$ cat config.mk
export PLATFORM = sky130hd
export DESIGN_NAME = serial_audio_rx
export DESIGN_NICKNAME = d
export VERILOG_FILES = /design/src/rtl/sar_pkg.sv /design/src/rtl/sar_capture.sv /design/src/rtl/sar_deframer.sv /design/src/rtl/sar_zero_det.sv /design/src/rtl/serial_audio_rx.sv
export SDC_FILE = /design/constraint.sdc
export NUM_CORES = 1
export LEC_CHECK = 0
export BUFFER_PORTS_ARGS = -buffer_cell sky130_fd_sc_hd__buf_2
export CAP_MARGIN = 20
export CORE_UTILIZATION = 34
export CTS_CLUSTER_SIZE = 16
export DETAILED_ROUTE_END_ITERATION = 16
export PLACE_DENSITY = 0.52
export SLEW_MARGIN = 20
export SYNTH_ARGS = -nofsm -noshare
export SYNTH_HDL_FRONTEND = slang
export SYNTH_SLANG_ARGS = --single-unit
$ cat constraint.sdc
create_clock -name clk -period 11.3 [get_ports clk]
set_input_delay 2.825 -clock clk [delete_from_list [all_inputs] [get_ports clk]]
set_output_delay 2.825 -clock clk [all_outputs]
set_load 0.01 [all_outputs]
$ cat src/rtl/sar_pkg.sv
package sar_pkg;

   localparam int MAX_W = 24;

   typedef enum logic [1:0] {
      FMT_RJ  = 2'b00,
      FMT_I2S = 2'b01,
      FMT_LJ  = 2'b10,
      FMT_DSP = 2'b11
   } fmt_e;

   // word length for a two-bit length code
   function automatic logic [5:0] word_len(input logic [1:0] sel);
      case (sel)
         2'b00:   return 6'd16;
         2'b01:   return 6'd18;
         2'b10:   return 6'd20;
         default: return 6'd24;
      endcase
   endfunction

   // raw word sits in the low bits; replicate its top bit upward
   function automatic logic [MAX_W-1:0] sign_fill(input logic [MAX_W-1:0] raw,
                                                  input logic [1:0] sel);
      logic [5:0]              pad;
      logic signed [MAX_W-1:0] t;
      pad = 6'(MAX_W) - word_len(sel);
      t   = $signed(raw << pad);
      return $unsigned(t >>> pad);
   endfunction

endpackage

$ cat src/rtl/sar_capture.sv
module sar_capture #(
   parameter int STAGES = 2
) (
   input  logic clk,
   input  logic rst,
   input  logic bclk,
   input  logic lrclk,
   input  logic sdata,
   output logic bit_stb,
   output logic lr_bit,
   output logic sd_bit
);

   // bit 0 bclk, bit 1 lrclk, bit 2 sdata
   logic [STAGES-1:0][2:0] pipe;
   logic                   bclk_q;

   always_ff @(posedge clk) begin
      if (rst) begin
         pipe   <= '0;
         bclk_q <= 1'b0;
      end else begin
         pipe[0] <= {sdata, lrclk, bclk};
         for (int i = 1; i < STAGES; i++) begin
            pipe[i] <= pipe[i-1];
         end
         bclk_q <= pipe[STAGES-1][0];
      end
   end

   assign bit_stb = pipe[STAGES-1][0] & ~bclk_q;
   assign lr_bit  = pipe[STAGES-1][1];
   assign sd_bit  = pipe[STAGES-1][2];

endmodule

$ cat src/rtl/sar_deframer.sv
module sar_deframer
   import sar_pkg::*;
#(
   parameter int CNT_W = 6
) (
   input  logic             clk,
   input  logic             rst,
   input  fmt_e             fmt,
   input  logic [1:0]       wsel,
   input  logic             bit_stb,
   input  logic             lr_bit,
   input  logic             sd_bit,
   output logic             word_stb,
   output logic             word_is_left,
   output logic [MAX_W-1:0] word_raw
);

   localparam logic [CNT_W-1:0] CNT_MAX = '1;

   if (CNT_W < 6) begin : g_cnt_chk
      $error("sar_deframer: CNT_W must cover a 49-bit DSP frame");
   end

   logic             primed, synced, prev_lr;
   logic [CNT_W-1:0] cnt;
   logic [MAX_W-1:0] shreg;

   logic             is_dsp, lr_edge, start, live, fire, left_sel;
   logic [CNT_W-1:0] bidx, dpos, wl;
   logic [MAX_W-1:0] shifted, pick;

   always_comb begin
      is_dsp   = (fmt == FMT_DSP);
      lr_edge  = primed && (lr_bit != prev_lr);
      start    = is_dsp ? lr_bit : lr_edge;
      bidx     = start ? '0 : cnt;
      dpos     = (fmt == FMT_I2S || is_dsp) ? bidx - 1'b1 : bidx;
      wl       = CNT_W'(word_len(wsel));
      live     = synced || start;
      shifted  = {shreg[MAX_W-2:0], sd_bit};
      fire     = 1'b0;
      left_sel = 1'b0;
      pick     = shifted;
      unique case (fmt)
         FMT_RJ: begin
            // word ended on the bit before this transition
            fire     = lr_edge && synced;
            left_sel = ~lr_bit;
            pick     = shreg;
         end
         FMT_LJ, FMT_I2S: begin
            fire     = live && (dpos == wl - 1'b1);
            left_sel = (fmt == FMT_I2S) ? ~lr_bit : lr_bit;
         end
         default: begin
            fire     = live && ((dpos == wl - 1'b1) || (dpos == (wl << 1) - 1'b1));
            left_sel = (dpos == wl - 1'b1);
         end
      endcase
   end

   always_ff @(posedge clk) begin
      if (rst) begin
         primed       <= 1'b0;
         synced       <= 1'b0;
         prev_lr      <= 1'b0;
         cnt          <= '0;
         shreg        <= '0;
         word_stb     <= 1'b0;
         word_is_left <= 1'b0;
         word_raw     <= '0;
      end else begin
         word_stb <= bit_stb && fire;
         if (bit_stb) begin
            primed  <= 1'b1;
            prev_lr <= lr_bit;
            if (start) synced <= 1'b1;
            cnt   <= start ? CNT_W'(1) : ((cnt == CNT_MAX) ? cnt : cnt + 1'b1);
            shreg <= shifted;
            if (fire) begin
               word_raw     <= pick;
               word_is_left <= left_sel;
            end
         end
      end
   end

endmodule

$ cat src/rtl/sar_zero_det.sv
module sar_zero_det #(
   parameter int LIMIT = 1024,
   parameter int W     = 24
) (
   input  logic         clk,
   input  logic         rst,
   input  logic         frame_stb,
   input  logic [W-1:0] sample,
   output logic         flag
);

   localparam int             CW  = $clog2(LIMIT + 1);
   localparam logic [CW-1:0]  LIM = CW'(LIMIT);

   logic [CW-1:0] run_cnt;

   always_ff @(posedge clk) begin
      if (rst) begin
         run_cnt <= '0;
         flag    <= 1'b0;
      end else if (frame_stb) begin
         if (sample == '0) begin
            if (run_cnt == LIM) flag <= 1'b1;
            else                run_cnt <= run_cnt + 1'b1;
         end else begin
            run_cnt <= '0;
            flag    <= 1'b0;
         end
      end
   end

endmodule

$ cat src/rtl/serial_audio_rx.sv
module serial_audio_rx
   import sar_pkg::*;
#(
   parameter int SYNC_STAGES = 2,
   parameter int ZERO_FRAMES = 1024,
   parameter int CNT_W       = 6
) (
   input  logic        clk,
   input  logic        rst,
   input  logic [1:0]  mode,
   input  logic [1:0]  word_sel,
   input  logic        bclk,
   input  logic        lrclk,
   input  logic        sdata,
   output logic [23:0] left_out,
   output logic [23:0] right_out,
   output logic        out_valid,
   output logic        zero_left,
   output logic        zero_right
);

   localparam int NCH = 2;

   if (SYNC_STAGES < 2) begin : g_sync_chk
      $error("serial_audio_rx: SYNC_STAGES must be at least 2");
   end
   if (ZERO_FRAMES < 1) begin : g_zero_chk
      $error("serial_audio_rx: ZERO_FRAMES must be positive");
   end

   logic             bit_stb, lr_bit, sd_bit;
   logic             word_stb, word_is_left;
   logic [MAX_W-1:0] word_raw, ext, hold_l;
   logic             frame_done;
   logic [NCH-1:0][MAX_W-1:0] chan_next;
   logic [NCH-1:0]   zflag;

   sar_capture #(.STAGES(SYNC_STAGES)) u_cap (
      .clk, .rst, .bclk, .lrclk, .sdata,
      .bit_stb, .lr_bit, .sd_bit
   );

   sar_deframer #(.CNT_W(CNT_W)) u_dfr (
      .clk, .rst,
      .fmt     (fmt_e'(mode)),
      .wsel    (word_sel),
      .bit_stb, .lr_bit, .sd_bit,
      .word_stb, .word_is_left, .word_raw
   );

   assign ext        = sign_fill(word_raw, word_sel);
   assign frame_done = word_stb && !word_is_left;

   always_ff @(posedge clk) begin
      if (rst) begin
         hold_l    <= '0;
         left_out  <= '0;
         right_out <= '0;
         out_valid <= 1'b0;
      end else begin
         out_valid <= 1'b0;
         if (word_stb) begin
            if (word_is_left) begin
               hold_l <= ext;
            end else begin
               left_out  <= hold_l;
               right_out <= ext;
               out_valid <= 1'b1;
            end
         end
      end
   end

   assign chan_next[0] = hold_l;
   assign chan_next[1] = ext;

   for (genvar c = 0; c < NCH; c++) begin : g_zero
      sar_zero_det #(.LIMIT(ZERO_FRAMES), .W(MAX_W)) u_zd (
         .clk, .rst,
         .frame_stb (frame_done),
         .sample    (chan_next[c]),
         .flag      (zflag[c])
      );
   end

   assign zero_left  = zflag[0];
   assign zero_right = zflag[1];

endmodule

==> results of run 1 <==
==> metal layers <==
layer | track usage (%) | share of wire [%]
met5 | 0 | 0
met4 | 6.044 | 1.6
met3 | 3.321 | 4.0
met2 | 27.67 | 45
met1 | 24.13 | 49
==> through the flow <==
| stage | std cells | util [%] | area (µm²) |
|---|---|---|---|
| after floorplan | 1018 | - | 8330 |
| after global placement | 1331 | 36.69 | 8715 |
| after detailed placement | 1332 | 36.75 | 8730 |
| after CTS | 1364 | 39.33 | 9343 |
| after global routing | 1364 | 39.34 | 9345 |
| final | 1364 | 39.34 | 9345 |
==> area by class of cell <==
cell class | instances | area share, %
inverters | 13 | 0.5222
flip-flops and latches | 163 | 34.92
clock buffers | 17 | 4.552
multi-input cells | 769 | 49.74
clock inverters | 15 | 2.008
well taps | 319 | 4.271
repair buffers | 68 | 3.990
==> state kept, by name (all words and copies together) (netlist names), 2 cells and up <==
signal and count:
hold_l 24, left_out 24, right_out 24, u_dfr.shreg 24, u_dfr.word_raw 24, g_zero.u_zd.run_cnt 22
u_dfr.cnt 6, u_cap.pipe 4, g_zero.u_zd.flag 2
==> cell usage in the layout, fill, tap and decap left out, types with 16 or more instances in the layout <==
master,netlist,final
o21ai_0,18,18
nand2_1,161,161
dfxtp_1,163,163
a21oi_1,94,94
buf_2,3,58
nor2_1,128,128
nor2b_1,18,16
nand3_1,17,17
nor3_1,20,20
mux2i_1,47,47
clkbuf_16,0,17
a211oi_1,62,62
==> worst max path at each step <==
stage	to	slack [ns]	cells past startpoint
finish	g_zero[1].u_zd.run_cnt[4]	4.63	12
global route	g_zero[1].u_zd.run_cnt[4]	4.20	12
CTS	g_zero[1].u_zd.run_cnt[4]	4.73	12
detailed placement	g_zero[1].u_zd.run_cnt[9]	4.29	12
global placement	g_zero[1].u_zd.flag	4.35	12
floorplan	u_dfr.word_is_left	5.42	16
==> critical path: cells and delay by family <==
family | cells | cell delay (ns)
AOI/OAI and AO/OA | 5 | 2.01
and+or+nand+nor | 4 | 1.03
adders and majority gates | 1 | 0.89
buffers and inverters | 2 | 0.18
==> power breakdown <==
part           leakage, nW  internal (mW)  switching [mW]
logic                 1.63         0.0339          0.0719
clock network        0.292          0.319           0.278
registers             1.31          0.576         0.00182
==> logic make-up (layout without fill, tap and decap cells) <==
kind of cell / Yosys count / after routing / share of synthesized area, %
buffers and inverters: 86 / 113 / 5.362
xor gates and xnor gates: 25 / 25 / 2.794
AOI/OAI and AO/OA: 249 / 249 / 19.78
muxes: 59 / 59 / 7.585
adders and majority gates: 14 / 14 / 2.103
DFF: 163 / 163 / 39.17
and+or+nand+nor: 422 / 422 / 23.21
==> impl_metrics.csv, run 1 <==
group,metric,value,unit
route,first_iter_violations,572,
sta,hold_ws,0.4391,ns
sta,clock.fmax,0.1499,GHz
logic_synthesis,syn_area,0.008330,mm²
worst_setup_path,cp-end-kind,"flip-flop",
sta,min_period,6.673,ns
grt,grt_max_degree,83,
sta,slew_violations,0,
power_and_ir_drop,power,1.280,mW
clock_network,numCtsBuffers,17,
worst_setup_path,cp-startpoint,"word_sel[0]",
sta,period_share,59.05,%
logic_synthesis,yosysMostFrequentCell,"dfxtp_1",
cells_and_area,area_growth,12.18,%
grt,grt_pass1_vias,6734,
floorplanning,die_x,158.5,µm
cells_and_area,ff_latch_area,0.003263,mm²
worst_setup_path,worst-path-max-fanout,29,
sta,setup_tns,0,ns
grt,grt_usage,17.65,%
worst_setup_path,critical_path.max_stage_delay,0.89,ns
cells_and_area,fin_nets,1055,
clock_network,postCtsSetupRepairBufs,0,
logic_synthesis,synthArstFlopShare,0,%
logic_synthesis,synth_top_area_share,39.17,%
worst_setup_path,startpoint_type,"primary input",
cells_and_area,multi_input_area,0.004648,mm²
floorplanning,die-area,0.02513,mm²
worst_setup_path,path_cells,"buf_2, inv_1, ha_1, nand3b_1, o22ai_1, nor2_1, a222oi_1, o21ai_0, o21ai_0, and4bb_2, a31oi_4, nor3_1",
clock_network,clkLatencyLatePin,0.43,ns
power_and_ir_drop,vdd_drop_max,0.09143,mV
cells_and_area,num_antenna_cells,0,
power_and_ir_drop,p_leak,3.231,nW
worst_setup_path,arrival,6.95,ns
placed_design,gp_congestion,0.9119,
clock_network,cts_buffer_depth,2,
route,ant_nets,0,
sta,worst_slack,4.627,ns
logic_synthesis,yosysTopAreaCell,"dfxtp_1",
sta,hold_viol,0,
clock_network,post_cts_resized,0,
route,drc_errors,0,
worst_hold_path,hold-path-endpoint,"u_cap.pipe[3]",
logic_synthesis,yosysSeqAreaShare,39.17,%
logic_synthesis,ys_warn_count,0,
logic_synthesis,ys_seq_elements,163,
grt,antenna_found_initial,0,
route,via_per_inst,5.263,
floorplanning,initial_utilization,35.07,%
sta,rsz0062_at_grt,"no",
sta,fin_worst_skew,0.01327,ns
clock_network,cts_max_level,4,
worst_hold_path,hold_class,"flip-flop to flip-flop",
route,drt-wirelength-per-cell,15.74,µm
clock_network,clkTransAtPathRegs,0.07,ns
floorplanning,fp.coreArea,0.02375,mm²
logic_synthesis,syn_avg_cell_area,8.183,µm²
worst_setup_path,reg2reg_depth,14,
worst_setup_path,required,11.57,ns
clock_network,tritoncts,"done",
cells_and_area,drive_gt1_share,13.11,%
clock_network,cts_hold_buf,0,
worst_setup_path,reg2reg_to,"u_dfr.word_raw[11]",
logic_synthesis,syn_inst,1018,
worst_setup_path,worst-r2r-setup-slack,7.51,ns
logic_synthesis,synthTopCellsByCount,"dfxtp_1 (163), nand2_1 (161), nor2_1 (128)",
floorplanning,row_count,56,
floorplanning,die_h,158.5,µm
status,run_status,"finished clean",
route,routed_wl,21.46,mm
cells_and_area,nFillCells,2505,
grt,overflow,0,
worst_hold_path,worstHoldPathCells,1,
worst_setup_path,crit_type,"primary input to flip-flop",
logic_synthesis,synth-edff-count,0,
placed_design,port_buffers,59,
power_and_ir_drop,cellPowerDensity,137.0,mW/mm²
route,vias,7179,
grt,grt_pass1_wl,35.19,mm
worst_setup_path,path_common_cell,"o21ai_0",
run,cap_viol_max_count,0,
clock_network,cts-root-buf,"clkbuf_16",
logic_synthesis,synth_nets,1041,
clock_network,clkSinkCount,163,
sta,relSlewSlack,38.57,%
worst_hold_path,hp-start,"u_cap.pipe[0]",
sta,worst_pin_slew,0.9214,ns
logic_synthesis,yosysUniqueCellTypes,83,
worst_setup_path,r2r_start,"u_cap.lr_bit",
placed_design,pre_cts_slack,4.287,ns
route,drt-pass1-iter-count,5,
logic_synthesis,synth-main-ff-cell,"dfxtp_1",
sta,setup_viol,0,
floorplanning,num_io_pins,60,
logic_synthesis,ys_top_cells_by_area,"dfxtp_1 (39%), nand2_1 (7.3%), nor2_1 (5.8%), a21oi_1 (5.6%), mux2i_1 (5.6%)",
placed_design,dpl.hpwl,15.02,mm
worst_setup_path,cp_slowest_cell,"ha_1",
No activity file was read; power rests on OpenSTA's default activity.
==> run 2: changes to the inputs <==
- PLACE_DENSITY: 0.52 -> 0.54
- clock period: 11.3 -> 5.8 ns (I/O delays scaled with it)
==> run 2 against run 1 <==
Non-clock buffer count is 7 higher. Die area stayed put. Total power up 94%. Via count increased by 1.4%. Register-to-register slack got worse by 5.3 ns. Global-route usage increased by 0.21 points.
==> impl_metrics.csv, run 2 (synthesis results as in run 1) <==
group,metric,value,unit
status,run_status,"finished clean",
placed_design,gp_congestion,0.9457,
worst_setup_path,reg2reg_depth,14,
cells_and_area,final_cells,1371,
clock_network,cts_max_level,4,
floorplanning,initial_utilization,35.07,%
grt,grt_max_degree,98,
worst_setup_path,reg2reg_to,"u_dfr.word_is_left",
worst_setup_path,startpoint_type,"primary input",
floorplanning,die_h,158.5,µm
sta,clock.fmax,0.2111,GHz
clock_network,postCtsSetupRepairBufs,0,
clock_network,post_cts_resized,0,
floorplanning,fp.coreArea,0.02375,mm²
clock_network,tritoncts,"done",
clock_network,cts-root-buf,"clkbuf_16",
cells_and_area,drive_gt1_share,13.59,%
route,drt-wirelength-per-cell,15.91,µm
power_and_ir_drop,vdd_drop_max,0.1674,mV
clock_network,clkLatencyLatePin,0.43,ns
cells_and_area,design_area,0.009385,mm²
sta,worst_pin_slew,1.034,ns
sta,period_share,81.68,%
worst_setup_path,arrival,5.09,ns
cells_and_area,fin_nets,1062,
floorplanning,die-area,0.02513,mm²
route,drc_errors,0,
grt,antenna_found_initial,0,
sta,setup_viol,0,
sta,min_period,4.737,ns
worst_setup_path,cp-end-kind,"flip-flop",
worst_setup_path,crit_type,"primary input to flip-flop",
worst_setup_path,required,6.15,ns
route,ant_nets,0,
sta,relSlewSlack,31.04,%
sta,hold_viol,0,
worst_hold_path,worstHoldPathCells,1,
floorplanning,row_count,56,
route,via_per_inst,5.311,
cells_and_area,area_growth,12.66,%
route,first_iter_violations,474,
power_and_ir_drop,cellPowerDensity,265.1,mW/mm²
cells_and_area,final_util,39.51,%
clock_network,cts_buffer_depth,2,
clock_network,numCtsBuffers,17,
sta,rsz0062_at_grt,"no",
worst_hold_path,hp-start,"u_cap.pipe[0]",
sta,setup_tns,0,ns
placed_design,placed_area,0.008787,mm²
worst_hold_path,hold-path-endpoint,"u_cap.pipe[3]",
grt,grt_pass1_vias,6788,
route,routed_wl,21.81,mm
grt,grt_usage,17.86,%
power_and_ir_drop,p_leak,3.263,nW
cells_and_area,num_antenna_cells,0,
cells_and_area,final_cell_mix,"dfxtp_1 (163), nand2_1 (161), nor2_1 (128)",
grt,grt_pass1_wl,35.40,mm
worst_hold_path,hold_class,"flip-flop to flip-flop",
floorplanning,die_x,158.5,µm
clock_network,clkTransAtPathRegs,0.07,ns
route,drt-pass1-iter-count,5,
run,cap_viol_max_count,0,
clock_network,clkSinkCount,163,
cells_and_area,layout_commonest_cell,"dfxtp_1",
sta,fin_worst_skew,0.009905,ns
worst_setup_path,r2r_start,"u_cap.lr_bit",
sta,slew_violations,0,
placed_design,dp.cells,1339,
grt,overflow,0,
placed_design,dpl.hpwl,15.16,mm
worst_setup_path,worst-path-max-fanout,10,
power_and_ir_drop,power,2.488,mW
route,vias,7281,
floorplanning,num_io_pins,60,
placed_design,port_buffers,59,
worst_setup_path,worst-r2r-setup-slack,2.19,ns
clock_network,cts_hold_buf,0,
run 2: changes by cell type in the layout (fill, tap and decap cells not counted), sizes merged:
cell / delta
buf: +7
clkbuf: +1
clkinv: -1
run 2: how the worst max path moves through the flow:
stage / startpoint / endpoint
2_1_floorplan: mode[0] / u_dfr.word_is_left
3_3_place_gp: word_sel[1] / g_zero[1].u_zd.flag
3_5_place_dp: word_sel[1] / g_zero[1].u_zd.run_cnt[7]
4_1_cts: word_sel[1] / g_zero[1].u_zd.run_cnt[6]
5_1_grt: word_sel[1] / g_zero[1].u_zd.run_cnt[7]
6_report: word_sel[1] / g_zero[1].u_zd.run_cnt[9]
run 2: routing by layer:
| layer | track usage, % | vias up | wire [µm] |
|---|---|---|---|
| met3 | 2.803 | 30 | 1032 |
| met5 | 0 | - | 0 |
| met1 | 23.86 | 3359 | 10350 |
| met4 | 7.051 | 0 | 358 |
| met2 | 28.68 | 208 | 10070 |
| li1 | - | 3684 | - |
run 2: cell type report:
class,instances,area [µm²]
clock buffer,18,429.2
inverter,13,48.80
fill,2444,14370
tap,319,399.1
timing repair buffer,75,430.4
sequential,163,3263
clock inverter,14,167.7
multi-input combinational,769,4647
run 2: critical path: stages:
cell and delay [ns]:
buf_2 0.11, inv_1 0.11, ha_1 0.42, buf_4 0.28, mux2_2 0.39, a222oi_1 0.34
and3_2 0.25, a211oi_1 0.06, or3_4 0.43, or3_4 0.35, a311oi_4 0.45, a31oi_4 0.23
nor3_1 0.21
run 2: per-stage QoR:
step / worst slack, ns / hold slack [ns]
final: 1.063 / 0.4350
after global routing: 0.7694 / 0.4607
after CTS: 1.104 / 0.4401
after detailed placement: 0.6344 / 0.4239
after global placement: 0.7050 / 0.4192
after floorplan: 1.296 / 0.4138
run 2: power breakdown:
part           internal (mW)  switching [mW]  leakage, nW
combinational         0.0718           0.144         1.66
clock                  0.615           0.532        0.286
sequential              1.12         0.00358         1.31
==> run 3: changes to the inputs <==
- ABC_AREA: not set -> 1
- clock period: 5.8 -> 3.8 ns (I/O delays scaled with it)
==> run 3 against run 2 <==
Global-route usage rose by 0.32 points. Via count rose by 18%. Worst setup slack got worse by 0.64 ns. Clock-buffer cell count shrank 1. Sequential power up 56%. Clock skew rose by 0.0082 ns. Core utilization is 0.88 points higher. Critical path depth rose by 6. Synthesized area up 7.1%. Clock power grew 55%. Final area rose by 9.6%. Cell count increased by 31%.
==> impl_metrics.csv, run 3 <==
group,metric,value,unit
logic_synthesis,syn_avg_cell_area,6.355,µm²
cells_and_area,design_area,0.01029,mm²
sta,worst_pin_slew,0.8565,ns
worst_setup_path,reg2reg_depth,18,
clock_network,clkSinkCount,163,
worst_setup_path,endpoint,"g_zero[1].u_zd.run_cnt[2]",
power_and_ir_drop,combPwrFrac,14.3,%
power_and_ir_drop,power_switching_share,31.13,%
grt,overflow,0,
grt,grt_pass1_vias,7895,
cells_and_area,fin_nets,1477,
power_and_ir_drop,p_int,2.842,mW
logic_synthesis,syn_area,0.008922,mm²
clock_network,numCtsBuffers,17,
cells_and_area,drive_gt1_share,12.27,%
clock_network,cts_hold_buf,0,
logic_synthesis,yosysSeqAreaShare,36.57,%
cells_and_area,num_antenna_cells,0,
logic_synthesis,ys_warn_count,0,
sta,relSlewSlack,42.84,%
worst_setup_path,cp-startpoint,"word_sel[0]",
worst_setup_path,startpoint_type,"primary input",
clock_network,clkTransAtPathRegs,0.07,ns
floorplanning,initial_utilization,35.03,%
route,first_iter_violations,737,
floorplanning,num_io_pins,60,
cells_and_area,final_util,40.39,%
clock_network,clkLatencyLatePin,0.44,ns
sta,fin_worst_skew,0.01808,ns
worst_setup_path,reg2reg_to,"u_dfr.word_raw[9]",
status,run_status,"finished clean",
logic_synthesis,synth-edff-count,0,
route,ant_nets,0,
logic_synthesis,synth_nets,1427,
grt,grt_pass1_wl,39.18,mm
worst_setup_path,cp-end-kind,"flip-flop",
sta,slew_violations,0,
power_and_ir_drop,cellPowerDensity,401.0,mW/mm²
worst_setup_path,worst-r2r-setup-slack,1.00,ns
route,drc_errors,0,
cells_and_area,area_growth,15.31,%
power_and_ir_drop,clock_power_share,43.2,%
sta,hold_viol,0,
clock_network,cts_max_level,4,
power_and_ir_drop,vdd_drop_max,0.2918,mV
cells_and_area,final_cell_mix,"nand2_1 (342), nor2_1 (201), dfxtp_1 (163)",
placed_design,port_buffers,59,
run,cap_viol_max_count,0,
route,via_per_inst,4.780,
clock_network,cts-root-buf,"clkbuf_16",
power_and_ir_drop,switchingPower,1.285,mW
placed_design,placed_area,0.009667,mm²
worst_setup_path,crit_type,"primary input to flip-flop",
route,vias,8589,
clock_network,post_cts_resized,0,
clock_network,tritoncts,"done",
floorplanning,row_count,58,
worst_hold_path,hold_class,"flip-flop to flip-flop",
sta,setup_viol,0,
power_and_ir_drop,p_leak,5.217,nW
route,routed_wl,23.25,mm
logic_synthesis,yosysTopAreaCell,"dfxtp_1",
logic_synthesis,ys_top_cells_by_area,"dfxtp_1 (37%), nand2_1 (14%), nor2_1 (8.5%), nand3_1 (8.3%), inv_1 (6.8%)",
sta,hold_ws,0.4019,ns
grt,antenna_found_initial,0,
power_and_ir_drop,pwr-share-seq,42.6,%
floorplanning,die_h,164.0,µm
floorplanning,die_x,164.0,µm
route,drt-wirelength-per-cell,12.94,µm
logic_synthesis,yosysMostFrequentCell,"nand2_1",
logic_synthesis,syn_inst,1404,
floorplanning,die-area,0.02689,mm²
logic_synthesis,ys_seq_elements,163,
power_and_ir_drop,power,4.126,mW
cells_and_area,layout_commonest_cell,"nand2_1",
route,drt-pass1-iter-count,5,
worst_setup_path,r2r_start,"u_cap.lr_bit",
sta,clock.fmax,0.2961,GHz
logic_synthesis,synthArstFlopShare,0,%
worst_setup_path,arrival,3.65,ns
logic_synthesis,yosysUniqueCellTypes,39,
logic_synthesis,synthTopCellsByCount,"nand2_1 (342), nor2_1 (202), dfxtp_1 (163)",
sta,setup_tns,0,ns
logic_synthesis,synth-main-ff-cell,"dfxtp_1",
clock_network,cts_buffer_depth,2,
placed_design,gp_congestion,0.8669,
worst_setup_path,worst-path-max-fanout,12,
sta,period_share,88.87,%
clock_network,postCtsSetupRepairBufs,0,
worst_setup_path,required,4.07,ns
logic_synthesis,synth_top_area_share,36.57,%
sta,min_period,3.377,ns
sta,rsz0062_at_grt,"no",
floorplanning,fp.coreArea,0.02547,mm²
grt,grt_max_degree,74,
grt,grt_usage,18.18,%
placed_design,dpl.hpwl,16.72,mm
==> run 3: power groups by stage <==
stage               clock network, mW  registers, mW  logic [mW]
global route                     1.91           1.76       0.663
global placement                    0           1.80       0.588
floorplan                           0           1.79       0.382
finish                           1.78           1.76       0.588
CTS                              1.84           1.76       0.589
detailed placement                  0           1.80       0.586
==> run 3: worst min-delay path by stage <==
stage                              from             to  slack (ns)  cells past startpoint
after floorplan           u_cap.pipe[1]   u_cap.lr_bit        0.39                      2
after global placement    u_cap.pipe[0]  u_cap.pipe[3]        0.39                      2
after detailed placement  u_cap.pipe[0]  u_cap.pipe[3]        0.39                      2
after CTS                 u_cap.pipe[0]  u_cap.pipe[3]        0.40                      2
after global routing      u_cap.pipe[1]   u_cap.lr_bit        0.42                      2
final                     u_cap.pipe[0]  u_cap.pipe[3]        0.40                      2
==> run 3: final cells by class <==
class                           count  area, µm²
Tap cell                          330      412.9
Clock buffer                       17      425.4
Timing Repair Buffer              106      685.7
Fill cell                        2771      15180
Multi-Input combinational cell    997       4671
Clock inverter                     15      196.4
Sequential cell                   163       3263
Inverter                          169      634.4
==> run 3: per-layer routing <==
layer	share of wire (%)	global-route usage, %	wire length, µm
met1	49	25.22	11510
met2	46	29.24	10710
met4	1.0	4.882	241
met3	3.4	2.652	784
met5	0	0	0
==> run 3: through the flow <==
stage          worst slack (ns)  std cells
6_report                 0.4231       1797
5_1_grt                 0.08766       1797
4_1_cts                  0.4532       1797
3_5_place_dp          -0.008093       1765
3_3_place_gp            0.03927       1765
2_1_floorplan            0.5636       1404
==> run 3: logic make-up (layout without fill, tap and decap cells) <==
family	count (synthesis)	in the layout	synth area share, %
AOI/OAI and AO/OA	209	209	12.23
xor gates and xnor gates	14	14	1.374
adders and majority gates	14	14	1.963
buffers and inverters	244	307	11.16
DFF	163	163	36.57
muxes	1	1	0.1122
and+or+nand+nor	759	759	36.59
==> run 3: worst max-delay path: stages <==
cell,delay (ns)
buf_2,0.13
inv_1,0.07
ha_1,0.33
nand2_1,0.09
inv_2,0.04
nor2_1,0.61
nand3_2,0.21
nand2_4,0.13
nand2_2,0.07
nand3_1,0.12
nand3_1,0.10
nand2_1,0.12
nor2_1,0.05
nand2_1,0.07
nor2_1,0.05
nand3_2,0.08
nand2_2,0.20
nand3_1,0.14
a21oi_1,0.07
